### src/rtl/sirq_pkg.sv
package sirq_pkg;

  localparam int unsigned OPC_W = 4;

  typedef enum logic [2:0] {
    ST_IDLE   = 3'b000,
    ST_FETCHA = 3'b001,
    ST_FETCHB = 3'b010,
    ST_EXECA  = 3'b011,
    ST_EXECB  = 3'b100,
    ST_INTB   = 3'b101,
    ST_INTA   = 3'b110
  } seq_state_e;

  typedef enum logic [2:0] {
    PC_HOLD, PC_ZERO, PC_INC, PC_OPD, PC_RR, PC_ISR
  } pc_cmd_e;

  localparam logic [OPC_W-1:0] OPC_HALT  = 4'h0;
  localparam logic [OPC_W-1:0] OPC_PUSHI = 4'h1;
  localparam logic [OPC_W-1:0] OPC_LOAD  = 4'h2;
  localparam logic [OPC_W-1:0] OPC_STORE = 4'h3;
  localparam logic [OPC_W-1:0] OPC_JMP   = 4'h4;
  localparam logic [OPC_W-1:0] OPC_JZ    = 4'h5;
  localparam logic [OPC_W-1:0] OPC_IN    = 4'h6;
  localparam logic [OPC_W-1:0] OPC_OUT   = 4'h7;
  localparam logic [OPC_W-1:0] OPC_CALL  = 4'h8;
  localparam logic [OPC_W-1:0] OPC_RET   = 4'h9;

  typedef struct packed {
    logic halt;
    logic pushi;
    logic load;
    logic store;
    logic jmp;
    logic jz;
    logic inp;
    logic outp;
    logic call;
    logic ret;
    logic two_cyc;
  } dec_t;

endpackage

### src/rtl/sirq_decode.sv
module sirq_decode
  import sirq_pkg::*;
#(
  parameter int unsigned DW = 16,
  localparam int unsigned AW = DW - OPC_W
) (
  input  logic [DW-1:0] ir,
  output dec_t          dec,
  output logic [AW-1:0] opd
);

  logic [OPC_W-1:0] opc;

  assign opc = ir[DW-1 -: OPC_W];
  assign opd = ir[AW-1:0];

  always_comb begin
    dec = '0;
    unique case (opc)
      OPC_HALT:  dec.halt  = 1'b1;
      OPC_PUSHI: dec.pushi = 1'b1;
      OPC_LOAD:  begin dec.load = 1'b1; dec.two_cyc = 1'b1; end
      OPC_STORE: dec.store = 1'b1;
      OPC_JMP:   dec.jmp   = 1'b1;
      OPC_JZ:    dec.jz    = 1'b1;
      OPC_IN:    begin dec.inp = 1'b1; dec.two_cyc = 1'b1; end
      OPC_OUT:   dec.outp  = 1'b1;
      OPC_CALL:  dec.call  = 1'b1;
      OPC_RET:   dec.ret   = 1'b1;
      default:   dec = '0;
    endcase
  end

endmodule

### src/rtl/sirq_fsm.sv
module sirq_fsm
  import sirq_pkg::*;
(
  input  logic       clk,
  input  logic       rst_n,
  input  logic       run,
  input  logic       halt,
  input  logic       cont,
  input  logic       irq,
  input  logic       in_isr,
  input  logic       top_zero,
  input  dec_t       dec,
  output seq_state_e state_q,
  output pc_cmd_e    pc_cmd,
  output logic       rr_ld,
  output logic       isr_set,
  output logic       isr_clr,
  output logic       ir_ld,
  output logic       mem_rd,
  output logic       mem_wr,
  output logic       io_rd,
  output logic       io_wr,
  output logic       push,
  output logic       pop,
  output logic       din_bus
);

  seq_state_e state_d;
  logic       at_bnd;

  always_comb begin
    state_d = state_q;
    pc_cmd  = PC_HOLD;
    rr_ld   = 1'b0;
    isr_set = 1'b0;
    isr_clr = 1'b0;
    ir_ld   = 1'b0;
    mem_rd  = 1'b0;
    mem_wr  = 1'b0;
    io_rd   = 1'b0;
    io_wr   = 1'b0;
    push    = 1'b0;
    pop     = 1'b0;
    din_bus = 1'b0;
    at_bnd  = 1'b0;
    unique case (state_q)
      ST_IDLE: begin
        if (run) begin
          state_d = ST_FETCHA;
          pc_cmd  = PC_ZERO;
        end else if (cont) begin
          state_d = ST_FETCHA;
        end
      end
      ST_FETCHA: begin
        mem_rd  = 1'b1;
        state_d = ST_FETCHB;
      end
      ST_FETCHB: begin
        ir_ld   = 1'b1;
        pc_cmd  = PC_INC;
        state_d = ST_EXECA;
      end
      ST_EXECA: begin
        if (dec.pushi) push = 1'b1;
        if (dec.load)  mem_rd = 1'b1;
        if (dec.store) begin pop = 1'b1; mem_wr = 1'b1; end
        if (dec.inp)   io_rd = 1'b1;
        if (dec.outp)  begin pop = 1'b1; io_wr = 1'b1; end
        if (dec.jmp)   pc_cmd = PC_OPD;
        if (dec.jz) begin
          pop = 1'b1;
          if (top_zero) pc_cmd = PC_OPD;
        end
        if (dec.call) begin rr_ld = 1'b1; pc_cmd = PC_OPD; end
        if (dec.ret)  begin isr_clr = 1'b1; pc_cmd = PC_RR; end
        if (dec.halt)         state_d = ST_IDLE;
        else if (dec.two_cyc) state_d = ST_EXECB;
        else                  at_bnd  = 1'b1;
      end
      ST_EXECB: begin
        push    = 1'b1;
        din_bus = 1'b1;
        at_bnd  = 1'b1;
      end
      ST_INTA: begin
        rr_ld   = 1'b1;
        isr_set = 1'b1;
        state_d = ST_INTB;
      end
      ST_INTB: begin
        pc_cmd  = PC_ISR;
        state_d = ST_FETCHA;
      end
      default: state_d = ST_IDLE;
    endcase
    if (at_bnd) begin
      if (halt)                state_d = ST_IDLE;
      else if (irq && !in_isr) state_d = ST_INTA;
      else                     state_d = ST_FETCHA;
    end
  end

  always_ff @(posedge clk or negedge rst_n) begin
    if (!rst_n) state_q <= ST_IDLE;
    else        state_q <= state_d;
  end

  p_idle_hold_r2: assert property (@(posedge clk) disable iff (!rst_n)
    (state_q == ST_IDLE && !run && !cont) |=> state_q == ST_IDLE);

  p_io_exec_r6: assert property (@(posedge clk) disable iff (!rst_n)
    (io_rd || io_wr) |-> state_q == ST_EXECA);

  p_halt_first_r9: assert property (@(posedge clk) disable iff (!rst_n)
    (state_q == ST_EXECB && halt) |=> state_q == ST_IDLE);

endmodule

### src/rtl/sirq_pcrr.sv
module sirq_pcrr
  import sirq_pkg::*;
#(
  parameter int unsigned AW       = 12,
  parameter int unsigned ISR_ADDR = 'h800
) (
  input  logic          clk,
  input  logic          rst_n,
  input  pc_cmd_e       pc_cmd,
  input  logic          rr_ld,
  input  logic          isr_set,
  input  logic          isr_clr,
  input  logic [AW-1:0] opd,
  output logic [AW-1:0] pc_q,
  output logic [AW-1:0] rr_q,
  output logic          isr_q
);

  localparam logic [AW-1:0] VEC_ADDR = AW'(ISR_ADDR);

  logic [AW-1:0] pc_d;
  logic          pc_en;

  always_comb begin
    pc_en = 1'b1;
    pc_d  = pc_q;
    unique case (pc_cmd)
      PC_ZERO: pc_d = '0;
      PC_INC:  pc_d = pc_q + AW'(1);
      PC_OPD:  pc_d = opd;
      PC_RR:   pc_d = rr_q;
      PC_ISR:  pc_d = VEC_ADDR;
      default: pc_en = 1'b0;
    endcase
  end

  always_ff @(posedge clk or negedge rst_n) begin
    if (!rst_n)     pc_q <= '0;
    else if (pc_en) pc_q <= pc_d;
  end

  always_ff @(posedge clk or negedge rst_n) begin
    if (!rst_n)     rr_q <= '0;
    else if (rr_ld) rr_q <= pc_q;
  end

  always_ff @(posedge clk or negedge rst_n) begin
    if (!rst_n)        isr_q <= 1'b0;
    else if (isr_set)  isr_q <= 1'b1;
    else if (isr_clr)  isr_q <= 1'b0;
  end

  p_rr_save_r8: assert property (@(posedge clk) disable iff (!rst_n)
    rr_ld |=> rr_q == $past(pc_q));

  p_ret_clear_r11: assert property (@(posedge clk) disable iff (!rst_n)
    (isr_clr && !isr_set) |=> !isr_q);

endmodule

### src/rtl/stk_irq_seq.sv
module stk_irq_seq
  import sirq_pkg::*;
#(
  parameter int unsigned DW       = 16,
  parameter int unsigned ISR_ADDR = 'h800,
  localparam int unsigned AW      = DW - OPC_W
) (
  input  logic          clk,
  input  logic          rst_n,
  input  logic          run_i,
  input  logic          halt_i,
  input  logic          cont_i,
  input  logic          irq_i,
  input  logic [DW-1:0] dbus_i,
  input  logic [DW-1:0] stk_top_i,
  output logic [AW-1:0] abus_o,
  output logic [DW-1:0] dbus_o,
  output logic          mem_rd_o,
  output logic          mem_wr_o,
  output logic          io_rd_o,
  output logic          io_wr_o,
  output logic          stk_push_o,
  output logic          stk_pop_o,
  output logic [DW-1:0] stk_din_o,
  output logic [AW-1:0] pc_o,
  output logic [AW-1:0] rr_o,
  output logic          int_active_o,
  output logic [2:0]    state_o
);

  logic [1:0]    rst_sync;
  logic          rst_s_n;
  logic [DW-1:0] ir_q;
  dec_t          dec;
  logic [AW-1:0] opd;
  seq_state_e    state_q;
  pc_cmd_e       pc_cmd;
  logic          rr_ld, isr_set, isr_clr, ir_ld, din_bus;
  logic [AW-1:0] pc_q, rr_q;
  logic          isr_q;

  always_ff @(posedge clk or negedge rst_n) begin
    if (!rst_n) rst_sync <= 2'b00;
    else        rst_sync <= {rst_sync[0], 1'b1};
  end
  assign rst_s_n = rst_sync[1];

  always_ff @(posedge clk or negedge rst_s_n) begin
    if (!rst_s_n)   ir_q <= '0;
    else if (ir_ld) ir_q <= dbus_i;
  end

  sirq_decode #(.DW(DW)) u_dec (
    .ir  (ir_q),
    .dec (dec),
    .opd (opd)
  );

  sirq_fsm u_fsm (
    .clk      (clk),
    .rst_n    (rst_s_n),
    .run      (run_i),
    .halt     (halt_i),
    .cont     (cont_i),
    .irq      (irq_i),
    .in_isr   (isr_q),
    .top_zero (stk_top_i == '0),
    .dec      (dec),
    .state_q  (state_q),
    .pc_cmd   (pc_cmd),
    .rr_ld    (rr_ld),
    .isr_set  (isr_set),
    .isr_clr  (isr_clr),
    .ir_ld    (ir_ld),
    .mem_rd   (mem_rd_o),
    .mem_wr   (mem_wr_o),
    .io_rd    (io_rd_o),
    .io_wr    (io_wr_o),
    .push     (stk_push_o),
    .pop      (stk_pop_o),
    .din_bus  (din_bus)
  );

  sirq_pcrr #(.AW(AW), .ISR_ADDR(ISR_ADDR)) u_pcrr (
    .clk     (clk),
    .rst_n   (rst_s_n),
    .pc_cmd  (pc_cmd),
    .rr_ld   (rr_ld),
    .isr_set (isr_set),
    .isr_clr (isr_clr),
    .opd     (opd),
    .pc_q    (pc_q),
    .rr_q    (rr_q),
    .isr_q   (isr_q)
  );

  assign abus_o       = (state_q == ST_EXECA) ? opd : pc_q;
  assign dbus_o       = stk_top_i;
  assign stk_din_o    = din_bus ? dbus_i : {{OPC_W{1'b0}}, opd};
  assign pc_o         = pc_q;
  assign rr_o         = rr_q;
  assign int_active_o = isr_q;
  assign state_o      = state_q;

  p_inta_from_exec_r10: assert property (@(posedge clk) disable iff (!rst_s_n)
    (state_q == ST_INTA) |-> ($past(state_q) == ST_EXECA || $past(state_q) == ST_EXECB));

  p_int_pair_r12: assert property (@(posedge clk) disable iff (!rst_s_n)
    (state_q == ST_INTA) |=> state_q == ST_INTB);

  p_isr_entry_r10: assert property (@(posedge clk) disable iff (!rst_s_n)
    (state_q == ST_INTB) |=> (state_q == ST_FETCHA && pc_q == AW'(ISR_ADDR) && isr_q));

  p_no_nest_r11: assert property (@(posedge clk) disable iff (!rst_s_n)
    isr_q |=> state_q != ST_INTA);

  p_pc_inc_r3: assert property (@(posedge clk) disable iff (!rst_s_n)
    (state_q == ST_FETCHB) |=> pc_q == $past(pc_q) + AW'(1));

endmodule

### config.mk
export PLATFORM = sky130hd
export DESIGN_NAME = stk_irq_seq
export DESIGN_NICKNAME = d
export VERILOG_FILES = /design/src/rtl/sirq_pkg.sv /design/src/rtl/sirq_decode.sv /design/src/rtl/sirq_fsm.sv /design/src/rtl/sirq_pcrr.sv /design/src/rtl/stk_irq_seq.sv
export SDC_FILE = /design/constraint.sdc
export NUM_CORES = 1
export LEC_CHECK = 0
export ABC_CLOCK_PERIOD_IN_PS = 5200
export BUFFER_PORTS_ARGS = -buffer_cell sky130_fd_sc_hd__buf_2
export CAP_MARGIN = 20
export CORE_ASPECT_RATIO = 1.2
export CORE_UTILIZATION = 40
export CTS_BUF_LIST = sky130_fd_sc_hd__clkbuf_16
export DETAILED_ROUTE_END_ITERATION = 7
export PLACE_DENSITY = 0.71
export SLEW_MARGIN = 5
export SYNTH_ARGS = -nofsm -noshare
export SYNTH_HDL_FRONTEND = slang
export SYNTH_HIERARCHICAL = 1
export SYNTH_SLANG_ARGS = --single-unit
### constraint.sdc
create_clock -name clk -period 5.2 [get_ports clk]
set_clock_uncertainty 0.2 [all_clocks]
set_input_delay 0.78 -clock clk [delete_from_list [all_inputs] [get_ports clk]]
set_output_delay 0.78 -clock clk [all_outputs]
set_load 0.02 [all_outputs]
== Yosys cells after proc, flatten, opt, wreduce, memory -nomap -nowiden ==
Index checks and enable logic that the tools add are counted.
Cells by class
  $add $sub $neg: 1
  equal/unequal tests: 23
  mux-type cells: 55
  reductions and logical operators: 11
Operators with widths (count)
  $pmux 12 s5: 1
  $mux 1: 34
  $mux 3: 10
  $pmux 3 s7: 1
  $eq 4x3->1 const B: 4
  $logic_not 16->1: 1
  $mux 16: 1
  $eq 3x3->1 const B: 5
  $add 12x1->12 const B: 1
  $eq 3x2->1 const B: 4
  $mux 12: 1
  $pmux 3 s4: 1
  $eq 4x2->1 const B: 2
  $eq 4x4->1 const B: 2
  $ne 4x3->1 const B: 2
  $pmux 1 s2: 4
  $eq 3x1->1 const B: 2
  $reduce_bool 5->1: 1
  $reduce_or 5->1: 1
  $eq 4x1->1 const B: 1
  $logic_not 4->1: 1
  $mux 2: 2
  $logic_not 3->1: 1
  $reduce_and 3->1: 1
  6 further kinds: 6
Word-level totals
  bits in registers: 46
  bits of input ports: 38
  output and inout port bits: 78
  logic and storage cells: 96

== Depth between registers and ports, before layout ==
  depth in word-level cells: 12
  gate-level depth with buffers: 11
  mapped depth without buffers: 9

== Hierarchy ==
Netlist, hierarchy kept.
Modules (own cells, without submodules)
  sirq_pcrr: times used 1, cells each 131, area an instance 1421.4 sq um, seq. area each 625.6 sq um
  stk_irq_seq: times used 1, cells each 90, area an instance 1197.4 sq um, seq. area each 450.4 sq um
  sirq_fsm: times used 1, cells each 48, area an instance 362.8 sq um, seq. area each 75.1 sq um
  sirq_decode: times used 1, cells each 27, area an instance 280.3 sq um, seq. area each 0.0 sq um

== Least setup slack after synthesis ==
No wires, ideal clock.
  path type: input to register
  start: in stk_top_i[4]
  end: reg u_pcrr.pc_q[7]
  library setup time: 135 ps
  arrival time: 2420 ps
  slack: 2445 ps
  stages: 10
  path through: nor4_1 > and4_1 > a211oi_1 > nor2_1 > a221o_1 > buf_2 > and2_1 > buf_2 > a221oi_1 > o22ai_1
Between the ends
  longest elaborated chain between the ends: 10
Ends and longest elaborated chain
  from (decl): line stk_irq_seq.sv:15  | input logic [DW-1:0] stk_top_i,
  $logic_not 16->1 *: line stk_irq_seq.sv:67  | .top_zero (stk_top_i == '0),
  $mux 2 *: line sirq_fsm.sv:73  | if (top_zero) pc_cmd = PC_OPD;
  $mux 3 *: line sirq_fsm.sv:71  | if (dec.jz) begin
  $mux 3 *: line sirq_fsm.sv:75  | if (dec.call) begin rr_ld = 1'b1; pc_cmd = PC_OPD; end
  $mux 3 *: line sirq_fsm.sv:76  | if (dec.ret) begin isr_clr = 1'b1; pc_cmd = PC_RR; end
  $pmux 3 s4 *: line sirq_fsm.sv:46  | unique case (state_q)
  net pc_cmd[0]: line stk_irq_seq.sv:37  | pc_cmd_e pc_cmd;
  $eq 3x1->1 (tied with other cells): line sirq_pcrr.sv:27  | unique case (pc_cmd)
  $reduce_or 5->1 (no line)
  $mux 1: line sirq_pcrr.sv:27
  $reduce_and 2->1 (no line)
  to (signal assigned): line sirq_pcrr.sv:39  | else if (pc_en) pc_q <= pc_d;
  to (decl): line sirq_pcrr.sv:14  | output logic [AW-1:0] pc_q,
Mark *: on every way through the listed nets, which the timed path passes. The rest lies on a longest branch.
A chain may end at the register's enable or synchronous reset.

== Worst setup path in the final report ==
  start: reg u_fsm.state_q[0]
  end: out stk_din_o[6]
Between the ends
  longest elaborated chain between the ends: 3
Ends and longest elaborated chain
  from (decl): line sirq_fsm.sv:13  | output seq_state_e state_q,
  from (signal assigned): line sirq_fsm.sv:106  | else state_q <= state_d;
  $eq 3x3->1: line sirq_fsm.sv:46
  $mux 1: line sirq_fsm.sv:46
  net din_bus: line stk_irq_seq.sv:38  | logic rr_ld, isr_set, isr_clr, ir_ld, din_bus;
  $mux 16: line stk_irq_seq.sv:99  | assign stk_din_o = din_bus ? dbus_i : {{OPC_W{1'b0}}, opd};
  to (decl): line stk_irq_seq.sv:24  | output logic [DW-1:0] stk_din_o,
The timed path passes the listed nets, and every way through them passes these cells.

==> flow_metrics.env <==
export IMPL_antenna_left=0
export IMPL_synth_seq_cells=46
export IMPL_seq_area_frac_synth=0.3529
export IMPL_synthesis_nets=335
export IMPL_status="finished with violations"
export IMPL_violations="design-rule violations"
export IMPL_final_setup_viol_count=0
export IMPL_drc=12
export IMPL_fp_row_count=35
export IMPL_criticalPathCategory="reg2out"
export IMPL_htreeDepth=2
export IMPL_pwr_share_comb=0.563
export IMPL_diodes=0
export IMPL_pwr_share_seq=0.304
export IMPL_viasPerCell=5.735
export IMPL_clockBufferDepth=2
export IMPL_hold_violations=0
export IMPL_grt_use_total=0.1781
export IMPL_power_switching_w=0.001269
export IMPL_synth_top_area_cell="dfrtp_1"
export IMPL_layout_drive_gt1_share=0.5339
export IMPL_place_hpwl_um=5458
export IMPL_multiInputGateArea_um2=1700
export IMPL_n_fill_cell=727
export IMPL_die_width_um=84.44
export IMPL_holdBufCountCts=0
export IMPL_syn_to_final_growth_pct=15.19
export IMPL_synth_area_um2=3262
export IMPL_fp_coreArea_um2=7795
export IMPL_period_share=0.6310
export IMPL_layout_setup_ws_ps=1919
export IMPL_grt_overflow=0
export IMPL_synthDominantCellAreaShare=0.3529
export IMPL_firstDrtPassIters=6
export IMPL_drv_cap=0
export IMPL_dpl_cell_area_um2=3578
export IMPL_synth_warnings=6
export IMPL_routed_wl_um=7648
export IMPL_intPower_w=0.001443
export IMPL_boundaryPins=116
export IMPL_antenna_found_initial=0
export IMPL_ctsResizeCount=0
export IMPL_tns_ps=0
export IMPL_place_gp_congestion=0.8332
export IMPL_clk_pin_slew_ps=60
export IMPL_numCtsBuffers=5
export IMPL_synth_cell_types=55
export IMPL_cts_root_buf="clkbuf_16"
export IMPL_maxSlewViolCount=0
export IMPL_end_kind="primary output"
export IMPL_min_path_type="in2async"
export IMPL_crit_fanout=20
export IMPL_worst_hold_slack_ps=64.17
export IMPL_tightest_slew_ps=983.5
export IMPL_p_clk_frac=0.134
export IMPL_start_kind="register"
export IMPL_required_ps=4220
export IMPL_cts_sink_count=46
export IMPL_final_cell_area_um2=3757
export IMPL_start_util=0.4185
export IMPL_p_leak_nw=1.795
export IMPL_vias=2644
export IMPL_yosys_top_cells_area="dfrtp_1 35%, mux2_2 15%, buf_4 6.9%"
export IMPL_grt_pass1_wl_um=12100
export IMPL_reg2regPathDepth=7
export IMPL_swShare=0.4678
export IMPL_layout_area_seq_um2=1152
export IMPL_grt_max_degree=45
export IMPL_total_power_w=0.002712
export IMPL_dieArea_um2=8521
export IMPL_port_buffers=115
export IMPL_ir_drop_uv=249.9
export IMPL_powerDensity_nw_per_um2=721.8
export IMPL_syn_area_per_cell_um2=11.02
export IMPL_nets=407
export IMPL_arrival_ps=2300
export IMPL_max_clock_freq_mhz=304.7
export IMPL_wl_per_cell_um=16.59
export IMPL_clock_latency_ps=280
export IMPL_die_y_um=100.9
export IMPL_drt_iter0_markers=129
export IMPL_syn_inst=296
export IMPL_grt_pass1_vias=2423
export IMPL_cts_tree="yes"
export IMPL_rsz0062_at_grt="false"
export IMPL_dp_slack_ps=1354
export IMPL_cts_setup_buffers=0
export IMPL_max_slew_margin=0.3443
export IMPL_period_needed_ps=3281
[worst paths after layout]
path | startpoint | to | slack (ps)
hold reg to reg | rst_sync[0] | rst_sync[1] | 150
hold / removal | rst_n | rst_sync[0] | 60
setup / recovery | u_fsm/state_q[0] | stk_din_o[6] | 1920
min in group clk | rst_sync[0] | rst_sync[1] | 150
max in group asynchronous | rst_sync[1] | ir_q[5] | 3950
setup reg to reg | ir_q[15] | u_pcrr/pc_q[3] | 2060
[kinds of logic after synthesis]
| family | Yosys count | synth area share |
|---|---|---|
| mux | 53 | 0.1945 |
| other cells | 1 | 0.001150 |
| fa+ha+maj | 1 | 0.003835 |
| flops | 46 | 0.3529 |
| simple gates | 73 | 0.1745 |
| buf+inv | 59 | 0.1266 |
| xor+xnor | 10 | 0.02685 |
| compound gates | 53 | 0.1197 |
[layout by cell type, fill, tap and decap left out, drive strengths merged, types with 5 or more instances in the layout]
cell type	count
inv	7
dfrtp	46
a21oi	6
and2	8
nor2b	7
nor2	11
clkbuf	5
nand3	7
buf	118
o21ai	6
o22ai	7
nor3	5
and3	8
nor4	6
a221oi	17
nor4b	5
mux2	53
xnor2	7
[power groups by stage]
| stage | Sequential, W | Clock, W | Combinational, W |
|---|---|---|---|
| floorplan | 0.000780 | 0 | 0.00129 |
| global placement | 0.000824 | 0 | 0.00148 |
| detailed placement | 0.000832 | 0 | 0.00152 |
| CTS | 0.000827 | 0.000371 | 0.00153 |
| global route | 0.000866 | 0.000385 | 0.00164 |
| finish | 0.000823 | 0.000362 | 0.00153 |
[stage by stage]
stage                     instances    util
after floorplan                 296       -
after global placement          452  0.4591
after detailed placement        452  0.4591
after CTS                       460  0.4807
after global routing            461  0.4820
final                           461  0.4820
[final cells by class]
class / instances / share of cell area
Clock buffer: 5 / 0.03330
Clock inverter: 3 / 0.01166
Inverter: 6 / 0.005994
Multi-Input combinational cell: 191 / 0.4525
Sequential cell: 46 / 0.3067
Tap cell: 92 / 0.03064
Timing Repair Buffer: 118 / 0.1592
[cell usage after synthesis (all sizes together)]
cell and n:
o31a 1, o311ai 1, ha 1, mux2 53, a21o 3, nor4 6, o221ai 1, nor2b 7
and4bb 3, o211ai 2, dfrtp 46, nor2 11, and3 8, buf 47, a21oi 6, conb 1
a221oi 17, a31oi 2, xor2 3, nor3 5, a221o 1, and4 1, a22oi 2, o22a 1
inv 6, xnor2 7, and2 8, o2111ai 1, nand3b 1, clkbuf 6, o21ai 6, and4b 1
o22ai 7, nor3b 4, nor4b 5, a211oi 2, or3 1, nand2 3, nor4bb 1, nand4 1
nand3 7
[critical path, cell delays in order, from the launching register on]
cell,delay (ps)
dfrtp_1,590
nor3b_2,590
buf_4,310
mux2_2,360
buf_2,160
[metal layers]
| layer | routed length [um] | track usage |
|---|---|---|
| met1 | 3159 | 0.2202 |
| met2 | 3935 | 0.3190 |
| met3 | 452 | 0.02539 |
| met4 | 100 | 0.06128 |
| met5 | 0 | 0 |
[state kept, by name (all words and copies together) (netlist names)]
register and flops:
u_pcrr/pc_q 12, rst_sync 2, u_pcrr/isr_q 1, u_fsm/state_q 3, ir_q 16, u_pcrr/rr_q 12
(Power assumes the default switching activity.)
